--- config.mk ---
export PLATFORM = sky130hd
export DESIGN_NAME = sdac_word_rx
export DESIGN_NICKNAME = d
export VERILOG_FILES = /design/src/rtl/sdac_pkg.sv /design/src/rtl/sdac_sync.sv /design/src/rtl/sdac_fall_det.sv /design/src/rtl/sdac_frame_asm.sv /design/src/rtl/sdac_dac_upd.sv /design/src/rtl/sdac_word_rx.sv
export SDC_FILE = /design/constraint.sdc
export NUM_CORES = 1
export LEC_CHECK = 0
export ABC_AREA = 1
export ABC_CLOCK_PERIOD_IN_PS = 6700
export BUFFER_PORTS_ARGS = -buffer_cell sky130_fd_sc_hd__buf_4
export CAP_MARGIN = 40
export CORE_ASPECT_RATIO = 0.9
export CORE_MARGIN = 3
export CORE_UTILIZATION = 60
export DETAILED_ROUTE_END_ITERATION = 8
export HOLD_SLACK_MARGIN = 0.12
export PLACE_DENSITY = 0.87
export SYNTH_ARGS = -nofsm -noshare
export SYNTH_HDL_FRONTEND = slang
export SYNTH_SLANG_ARGS = --single-unit
--- constraint.sdc ---
create_clock -name clk -period 6.7 [get_ports clk]
set_input_delay 1.005 -clock clk [delete_from_list [all_inputs] [get_ports clk]]
set_output_delay 1.005 -clock clk [all_outputs]
set_load 0.05 [all_outputs]
--- src/rtl/sdac_pkg.sv ---
`timescale 1ns/1ps
package sdac_pkg;

   // Placement mode as {msb_first, head_justified}
   typedef enum logic [1:0] {
      ORD_LSB_TAIL = 2'b00,
      ORD_LSB_HEAD = 2'b01,
      ORD_MSB_TAIL = 2'b10,
      ORD_MSB_HEAD = 2'b11
   } order_e;

   // Returns the word bit that frame bit idx (0-based) lands in, or -1 when discarded.
   function automatic int slot_of(input int idx, input int pad, input int word_w,
                                  input order_e ord);
      int k;
      k = (ord == ORD_LSB_HEAD || ord == ORD_MSB_HEAD) ? idx : idx - pad;
      if (k < 0 || k >= word_w) return -1;
      if (ord == ORD_MSB_TAIL || ord == ORD_MSB_HEAD) return word_w - 1 - k;
      return k;
   endfunction

endpackage

--- src/rtl/sdac_sync.sv ---
`timescale 1ns/1ps
module sdac_sync #(
   parameter int          W       = 1,
   parameter int          STAGES  = 2,
   parameter logic [W-1:0] RST_VAL = '1
) (
   input  logic         clk,
   input  logic         rst_n,
   input  logic [W-1:0] d,
   output logic [W-1:0] q
);
   logic [STAGES-1:0][W-1:0] stg;

   always_ff @(posedge clk or negedge rst_n) begin
      if (!rst_n) begin
         stg <= {STAGES{RST_VAL}};
      end else begin
         stg[0] <= d;
         for (int s = 1; s < STAGES; s++) stg[s] <= stg[s-1];
      end
   end

   assign q = stg[STAGES-1];
endmodule

--- src/rtl/sdac_fall_det.sv ---
`timescale 1ns/1ps
module sdac_fall_det #(
   parameter int          W       = 1,
   parameter logic [W-1:0] RST_VAL = '1
) (
   input  logic         clk,
   input  logic         rst_n,
   input  logic [W-1:0] lvl,
   output logic [W-1:0] fall
);
   logic [W-1:0] prev;

   always_ff @(posedge clk or negedge rst_n) begin
      if (!rst_n) prev <= RST_VAL;
      else        prev <= lvl;
   end

   for (genvar b = 0; b < W; b++) begin : g_bit
      assign fall[b] = prev[b] & ~lvl[b];
   end
endmodule

--- src/rtl/sdac_frame_asm.sv ---
`timescale 1ns/1ps
module sdac_frame_asm
   import sdac_pkg::*;
#(
   parameter int WORD_W    = 14,
   parameter int FRAME_LEN = 16
) (
   input  logic              clk,
   input  logic              rst_n,
   input  logic              fs_fall,
   input  logic              fs_lvl,
   input  logic              sck_fall,
   input  logic              sd_lvl,
   input  order_e            ord,
   output logic              busy,
   output logic              in_wr,
   output logic [WORD_W-1:0] in_next,
   output logic [WORD_W-1:0] in_word,
   output logic              frame_done
);
   localparam int PAD   = FRAME_LEN - WORD_W;
   localparam int CNT_W = $clog2(FRAME_LEN);
   localparam int IDX_W = $clog2(WORD_W);
   localparam logic [CNT_W-1:0] LAST_IDX = CNT_W'(FRAME_LEN - 1);

   logic [CNT_W-1:0]  cnt;
   logic [WORD_W-1:0] shadow, shadow_nx;
   logic              take, last;
   int                slot;

   assign take = busy && sck_fall && !fs_lvl && !fs_fall;
   assign last = take && (cnt == LAST_IDX);

   always_comb begin
      shadow_nx = shadow;
      slot      = slot_of(int'(cnt), PAD, WORD_W, ord);
      if (take && slot >= 0) shadow_nx[IDX_W'(slot)] = sd_lvl;
   end

   assign in_wr   = last;
   assign in_next = shadow_nx;

   always_ff @(posedge clk or negedge rst_n) begin
      if (!rst_n) begin
         busy       <= 1'b0;
         cnt        <= '0;
         shadow     <= '0;
         in_word    <= '0;
         frame_done <= 1'b0;
      end else begin
         frame_done <= last;
         if (fs_fall) begin
            busy   <= 1'b1;
            cnt    <= '0;
            shadow <= '0;
         end else if (take) begin
            shadow <= shadow_nx;
            if (last) begin
               busy    <= 1'b0;
               cnt     <= '0;
               in_word <= shadow_nx;
            end else begin
               cnt <= cnt + 1'b1;
            end
         end
      end
   end
endmodule

--- src/rtl/sdac_dac_upd.sv ---
`timescale 1ns/1ps
module sdac_dac_upd #(
   parameter int WORD_W = 14
) (
   input  logic              clk,
   input  logic              rst_n,
   input  logic              load_fall,
   input  logic              load_lvl,
   input  logic              busy,
   input  logic              in_wr,
   input  logic [WORD_W-1:0] in_next,
   input  logic [WORD_W-1:0] in_word,
   output logic [WORD_W-1:0] dac_word,
   output logic              dac_upd
);
   always_ff @(posedge clk or negedge rst_n) begin
      if (!rst_n) begin
         dac_word <= '0;
         dac_upd  <= 1'b0;
      end else begin
         dac_upd <= 1'b0;
         if (in_wr && !load_lvl) begin
            // frame end with strobe low: take the freshly built word
            dac_word <= in_next;
            dac_upd  <= 1'b1;
         end else if (load_fall && !busy) begin
            dac_word <= in_word;
            dac_upd  <= 1'b1;
         end
      end
   end
endmodule

--- src/rtl/sdac_word_rx.sv ---
`timescale 1ns/1ps
module sdac_word_rx
   import sdac_pkg::*;
#(
   parameter int WORD_W      = 14,
   parameter int FRAME_LEN   = 16,
   parameter int SYNC_STAGES = 2
) (
   input  logic              clk,
   input  logic              rst_n,
   input  logic              fsync_n,
   input  logic              sclk,
   input  logic              sdata,
   input  logic              fmt_msb_first,
   input  logic              just_head,
   input  logic              load_n,
   output logic [WORD_W-1:0] dac_word,
   output logic              dac_upd,
   output logic              frame_done
);
   if (FRAME_LEN <= WORD_W) begin : g_bad_len
      $error("FRAME_LEN must exceed WORD_W");
   end
   if (SYNC_STAGES < 2) begin : g_bad_sync
      $error("SYNC_STAGES must be at least 2");
   end

   logic [3:0] raw_in, syn;
   logic [2:0] falls;
   logic       fs_s, sck_s, sd_s, load_s;
   logic       busy, in_wr;
   logic [WORD_W-1:0] in_next, in_word;
   order_e     ord;

   assign raw_in = {fsync_n, sclk, sdata, load_n};
   assign {fs_s, sck_s, sd_s, load_s} = syn;
   assign ord = order_e'({fmt_msb_first, just_head});

   sdac_sync #(.W(4), .STAGES(SYNC_STAGES), .RST_VAL(4'b1111)) u_sync (
      .clk(clk), .rst_n(rst_n), .d(raw_in), .q(syn));

   sdac_fall_det #(.W(3), .RST_VAL(3'b111)) u_fall (
      .clk(clk), .rst_n(rst_n), .lvl({fs_s, sck_s, load_s}), .fall(falls));

   sdac_frame_asm #(.WORD_W(WORD_W), .FRAME_LEN(FRAME_LEN)) u_asm (
      .clk(clk), .rst_n(rst_n), .fs_fall(falls[2]), .fs_lvl(fs_s),
      .sck_fall(falls[1]), .sd_lvl(sd_s), .ord(ord), .busy(busy),
      .in_wr(in_wr), .in_next(in_next), .in_word(in_word),
      .frame_done(frame_done));

   sdac_dac_upd #(.WORD_W(WORD_W)) u_upd (
      .clk(clk), .rst_n(rst_n), .load_fall(falls[0]), .load_lvl(load_s),
      .busy(busy), .in_wr(in_wr), .in_next(in_next), .in_word(in_word),
      .dac_word(dac_word), .dac_upd(dac_upd));
endmodule

==> out/metrics.yaml, run 1 <==
setup_path:
  worst-endpoint-required_ns: 6.93
  crit_path_start_kind: "flip-flop"
  cp_top_family: "simple AND/OR/NAND/NOR gates"
  end_kind: "flip-flop"
  critPathKind: "reg -> reg"
  cpMaxStageDelayCell: "nor2_1"
  crit_fanout: 28
  cp_cell_sequence: "nor2_2 > inv_1 > nand3_1 > buf_8 > nor2_1 > inv_1 > nand2_2 > inv_2 > a22o_1 > inv_1 > nand2_1"
  r2r_setup_slack_ns: 3.77
  path_common_cell: "inv_1"
  cp.arrival_ns: 3.16
  cpPeakStageDelay_ns: 0.57
  crit_buf_inv: 5
timing:
  relSlewSlack: 0.508
  hold_viol_final: 0
  setup_ws_ns: 3.77
  post-route-period-util: 0.437
  fin_crit_ns: 2.93
  max_clock_freq_mhz: 341
  setup_viol: 0
  finalClockSkew_ns: 0.00585
  hold_ws_ns: 0.356
  slew_violations: 0
  worstMarginPinSlew_ns: 0.736
  setup_tns_ns: 0
  rsz0062_at_grt: "no"
placement:
  dp.cells: 382
  portBuffers: 23
  gp_congestion: 0.814
  preCtsSetupSlack_ns: 3.64
  place_hpwl_um: 3630
power:
  p_sw_mw: 0.235
  leakage_nw: 1.56
  vdd_drop_max_mv: 0.285
  p_per_area_nw_per_um2: 270
  p_total_mw: 0.843
  pwr-share-seq: 0.464
  swShare: 0.279
  combPwrFrac: 0.141
  clkPwrFrac: 0.395
  p_int_mw: 0.608
synth:
  yosysMostFrequentCell: "nand2_1"
  yosysSeqAreaShare: 0.566
  synth.top_cells.by_count: "nand2_1 (98), dfrtp_1 (49), inv_1 (30), nand3_1 (24), nor2_1 (24)"
  synthTopCellsByArea: "dfrtp_1 (46%), nand2_1 (14%), dfstp_2 (11%), nand3_1 (4.5%), inv_1 (4.2%)"
  yosys.area.top_type: "dfrtp_1"
  async_flop_share: 1.00
  synth_seq_cells: 60
  synthFlopType: "dfrtp_1"
  synth_area_per_cell_sq_um: 8.77
  syn_nets: 318
  netlist.area_leader.share: 0.458
  syn_inst: 305
  synth-edff-count: 0
  syn-cell-area_sq_um: 2680
  synth.distinct_cells: 29
  synth_warnings: 0
global_route:
  antenna_found_initial: 0
  grt_start_max_net_pins: 61
  grt_pass1_vias: 1863
  grt_overflow: 0
  grt_pass1_wl_um: 8430
  grt_util_all_layers: 0.203
clock_network:
  postCtsSetupRepairBufs: 0
  clockBufferDepth: 2
  htree_num_levels: 3
  clk_latency_ns: 0.34
  cts_sinks: 60
  hold_buffers: 0
  cts.repair.resized: 0
  cts_buffers: 9
  root_buffer: "clkbuf_8"
  path_clk_slew_ns: 0.07
  cts_tree: "yes"
die:
  initial_core_util: 0.639
  ios: 24
  placeableCoreArea_sq_um: 4180
  die_w_um: 76.4
  rows: 22
  die_area_sq_um: 5300
  die_y_um: 69.3
final_layout:
  antenna-diode-count: 0
  multi_input_area_sq_um: 1010
  fill_cells: 310
  drive_gt1_frac: 0.201
  regArea_sq_um: 1520
  syn_to_final_growth_pct: 16.7
  nets: 346
  fin_cells: 398
drt:
  drt_iter0_drc: 143
  viasPerCell: 5.05
  drcViolationCount: 0
  drt-total-wl_um: 5080
  drtPass1Iterations: 4
  antenna_left: 0
  vias: 2008
  wl_per_cell_um: 12.8
outcome:
  outcome: "finished, final reports clean"
hold_path:
  hold_class: "reg -> reg"
job:
  cap_viol_max_count: 0
-- per-stage QoR --
stage / area (sq um) / util
floorplan: 2680 / -
global placement: 2890 / 0.692
detailed placement: 2910 / 0.695
CTS: 3120 / 0.746
global route: 3120 / 0.746
finish: 3120 / 0.746
-- final cells by class --
| class | instances | area share |
|---|---|---|
| clock buffer | 11 | 0.0485 |
| clock inverter | 5 | 0.0192 |
| inverter | 33 | 0.0397 |
| multi-input combinational | 205 | 0.323 |
| sequential | 60 | 0.486 |
| tap | 60 | 0.0241 |
| timing repair buffer | 24 | 0.0601 |
-- worst paths after layout --
check | from | to | cells past startpoint
worst min-delay path | u_sync.stg[1] | u_sync.q[1] | 0
worst min register to register | u_sync.stg[1] | u_sync.q[1] | 0
min in group asynchronous | rst_n | u_asm.cnt[1] | 1
worst max-delay path | u_sync.q[3] | u_upd.dac_word[7] | 11
max in group asynchronous | rst_n | u_upd.dac_word[3] | 1
worst max register to register | u_sync.q[3] | u_upd.dac_word[7] | 11
-- worst register-to-register path, delay by kind of cell (launching register included) --
family                 cells  cell delay [ns]
and+or+nand+nor            5             1.14
buffers and inverters      5             0.93
DFF                        1             0.55
AOI/OAI and AO/OA          1             0.19
-- layer usage --
layer  part of all wire  track usage  wire length [um]  up-vias
met2               0.46        0.307              2320       44
met3              0.040       0.0494               204       13
met5                  0            0                 0        -
met1               0.48        0.273              2430      925
met4              0.025        0.107               127        0
li1                   -            -                 -     1026
-- placed cells by master (no fill, tap or decap), types with 6 or more instances in the layout --
cell	instances
o21ai_0	13
dfstp_2	11
dfrtp_1	49
nand2_2	6
inv_1	30
nor2_1	24
o21ai_1	8
buf_4	23
nand3_1	24
nand2_1	98
clkbuf_8	11
-- state kept, by name, summed over array words and instances (netlist names), 3 cells and up --
signal and flops:
u_asm.cnt 4, u_asm.in_word 14, u_asm.shadow 14, u_fall.prev 3, u_sync.q 4, u_sync.stg 4
u_upd.dac_word 14
-- cell families after synthesis --
| family | Yosys count | synth area share |
|---|---|---|
| AOI/OAI and AO/OA | 34 | 0.0753 |
| and+or+nand+nor | 164 | 0.271 |
| buffers and inverters | 40 | 0.0571 |
| adders and majority gates | 5 | 0.0234 |
| xor gates and xnor gates | 2 | 0.00655 |
| DFF | 60 | 0.566 |
-- power groups by stage --
stage / Sequential (mW) / Clock, mW / Combinational, mW
2_1_floorplan: 0.436 / 0 / 0.0420
3_3_place_gp: 0.398 / 0 / 0.118
3_5_place_dp: 0.398 / 0 / 0.120
4_1_cts: 0.392 / 0.337 / 0.120
5_1_grt: 0.393 / 0.353 / 0.129
6_report: 0.392 / 0.333 / 0.119
Power figures use the tool's default switching activity.
==> run 2: changes to the inputs <==
ABC_CLOCK_PERIOD_IN_PS = 2900   (was 6700)
CORE_UTILIZATION = 58   (was 60)
PLACE_DENSITY = 0.85   (was 0.87)
clock period = 2.9 ns   (was 6.7 ns; I/O delays follow)
==> out/metrics.yaml, run 2 (synthesis results as in run 1) <==
setup_path:
  crit_path_start_kind: "flip-flop"
  path_common_cell: "nand2_1"
  cp_cell_sequence: "inv_1 > ha_1 > o21ai_2 > ha_1 > nand2_1 > nand2_1 > ha_1 > nand2_1 > inv_1 > nor2_1 > nand3_1 > nor2_1 > nand3_1 > nand2_1 > nand2_1 > nand2_1 > nand2_1"
  crit_fanout: 5
  r2r_setup_slack_ns: 0.34
  end_kind: "flip-flop"
  worst-endpoint-required_ns: 3.13
  cp_top_family: "simple AND/OR/NAND/NOR gates"
  cpPeakStageDelay_ns: 0.43
  critPathKind: "reg -> reg"
  crit_buf_inv: 2
  cp.arrival_ns: 2.79
  cpMaxStageDelayCell: "dfrtp_1"
clock_network:
  hold_buffers: 0
  clk_latency_ns: 0.34
  cts_sinks: 60
  cts_buffers: 9
  cts.repair.resized: 0
  htree_num_levels: 3
  root_buffer: "clkbuf_8"
  clockBufferDepth: 2
  postCtsSetupRepairBufs: 0
  path_clk_slew_ns: 0.06
  cts_tree: "yes"
drt:
  antenna_left: 0
  vias: 2069
  wl_per_cell_um: 13.3
  drt-total-wl_um: 5320
  viasPerCell: 5.16
  drcViolationCount: 0
  drtPass1Iterations: 5
  drt_iter0_drc: 127
placement:
  place_hpwl_um: 3690
  gp_congestion: 0.888
  portBuffers: 23
timing:
  slew_violations: 0
  max_clock_freq_mhz: 390
  relSlewSlack: 0.515
  post-route-period-util: 0.883
  setup_viol: 0
  hold_ws_ns: 0.154
  fin_crit_ns: 2.56
  setup_tns_ns: 0
  hold_viol_final: 0
  finalClockSkew_ns: 0.0101
  rsz0062_at_grt: "no"
  worstMarginPinSlew_ns: 0.727
global_route:
  grt_start_max_net_pins: 61
  grt_pass1_vias: 2128
  grt_pass1_wl_um: 9710
  grt_overflow: 0
  antenna_found_initial: 0
  grt_util_all_layers: 0.228
power:
  p_int_mw: 1.38
  clkPwrFrac: 0.383
  combPwrFrac: 0.145
  vdd_drop_max_mv: 0.377
  pwr-share-seq: 0.472
  leakage_nw: 1.58
  p_per_area_nw_per_um2: 615
  p_sw_mw: 0.534
  swShare: 0.279
die:
  die_area_sq_um: 5460
  die_w_um: 77.6
  rows: 22
  initial_core_util: 0.627
  die_y_um: 70.4
  placeableCoreArea_sq_um: 4270
  ios: 24
final_layout:
  top_regs: "u_asm.in_word (14), u_asm.shadow (14), u_upd.dac_word (14)"
  fill_cells: 319
  antenna-diode-count: 0
  nets: 349
  drive_gt1_frac: 0.202
  syn_to_final_growth_pct: 16.6
  final_cell_mix: "nand2_1 (98), dfrtp_1 (49), inv_1 (30)"
  final_common_cell: "nand2_1"
job:
  cap_viol_max_count: 0
outcome:
  outcome: "finished, final reports clean"
hold_path:
  hold_class: "in -> async"
[run 2: final cells by class]
class / instances / area (sq um) / share of cell area
sequential: 60 / 1520 / 0.486
inverter: 33 / 124 / 0.0397
timing repair buffer: 27 / 203 / 0.0650
clock inverter: 4 / 50.0 / 0.0160
multi-input combinational: 205 / 1010 / 0.323
tap: 60 / 75.1 / 0.0241
clock buffer: 12 / 145 / 0.0465
[run 2: power groups by stage]
stage / Sequential, mW / Combinational [mW] / Clock (mW)
final: 0.906 / 0.277 / 0.734
after global routing: 0.910 / 0.304 / 0.805
after CTS: 0.906 / 0.281 / 0.748
after detailed placement: 0.920 / 0.280 / 0
after global placement: 0.919 / 0.274 / 0
after floorplan: 1.01 / 0.0971 / 0
[run 2: worst register-to-register path, cell delays in order, from the launching register on]
cell,delay [ns]
dfrtp_1,0.43
inv_1,0.12
ha_1,0.33
o21ai_2,0.09
ha_1,0.19
nand2_1,0.07
nand2_1,0.05
ha_1,0.18
nand2_1,0.06
inv_1,0.03
nor2_1,0.12
nand3_1,0.13
nor2_1,0.25
nand3_1,0.12
nand2_1,0.13
nand2_1,0.07
nand2_1,0.05
nand2_1,0.04
[run 2: per-layer routing]
layer | global-route usage | vias to the layer above | part of all wire
li1 | - | 1027 | -
met1 | 0.294 | 981 | 0.43
met2 | 0.354 | 48 | 0.49
met3 | 0.0812 | 13 | 0.060
met4 | 0.0850 | 0 | 0.017
met5 | 0 | - | 0
[run 2: final timing paths]
| path | cells after the start | end | from |
|---|---|---|---|
| max reg2reg | 17 | u_upd.dac_word[0] | u_asm.cnt[2] |
| min reg2reg | 0 | u_sync.q[1] | u_sync.stg[1] |
| max | 17 | u_upd.dac_word[0] | u_asm.cnt[2] |
| max in group asynchronous | 1 | u_asm.in_word[0] | rst_n |
| min | 1 | u_asm.cnt[3] | rst_n |
| min in group clk | 1 | u_sync.stg[2] | sclk |
[run 2: per-stage QoR]
step / power [mW] / instances / setup WS (ns) / cell area (sq um) / util
after floorplan: 1.10 / 305 / 0.636 / 2680 / -
after global placement: 1.19 / 385 / 0.479 / 2920 / 0.685
after detailed placement: 1.20 / 385 / 0.379 / 2920 / 0.685
after CTS: 1.94 / 401 / 0.358 / 3120 / 0.731
after global routing: 2.02 / 401 / 0.0303 / 3120 / 0.731
final: 1.92 / 401 / 0.339 / 3120 / 0.731
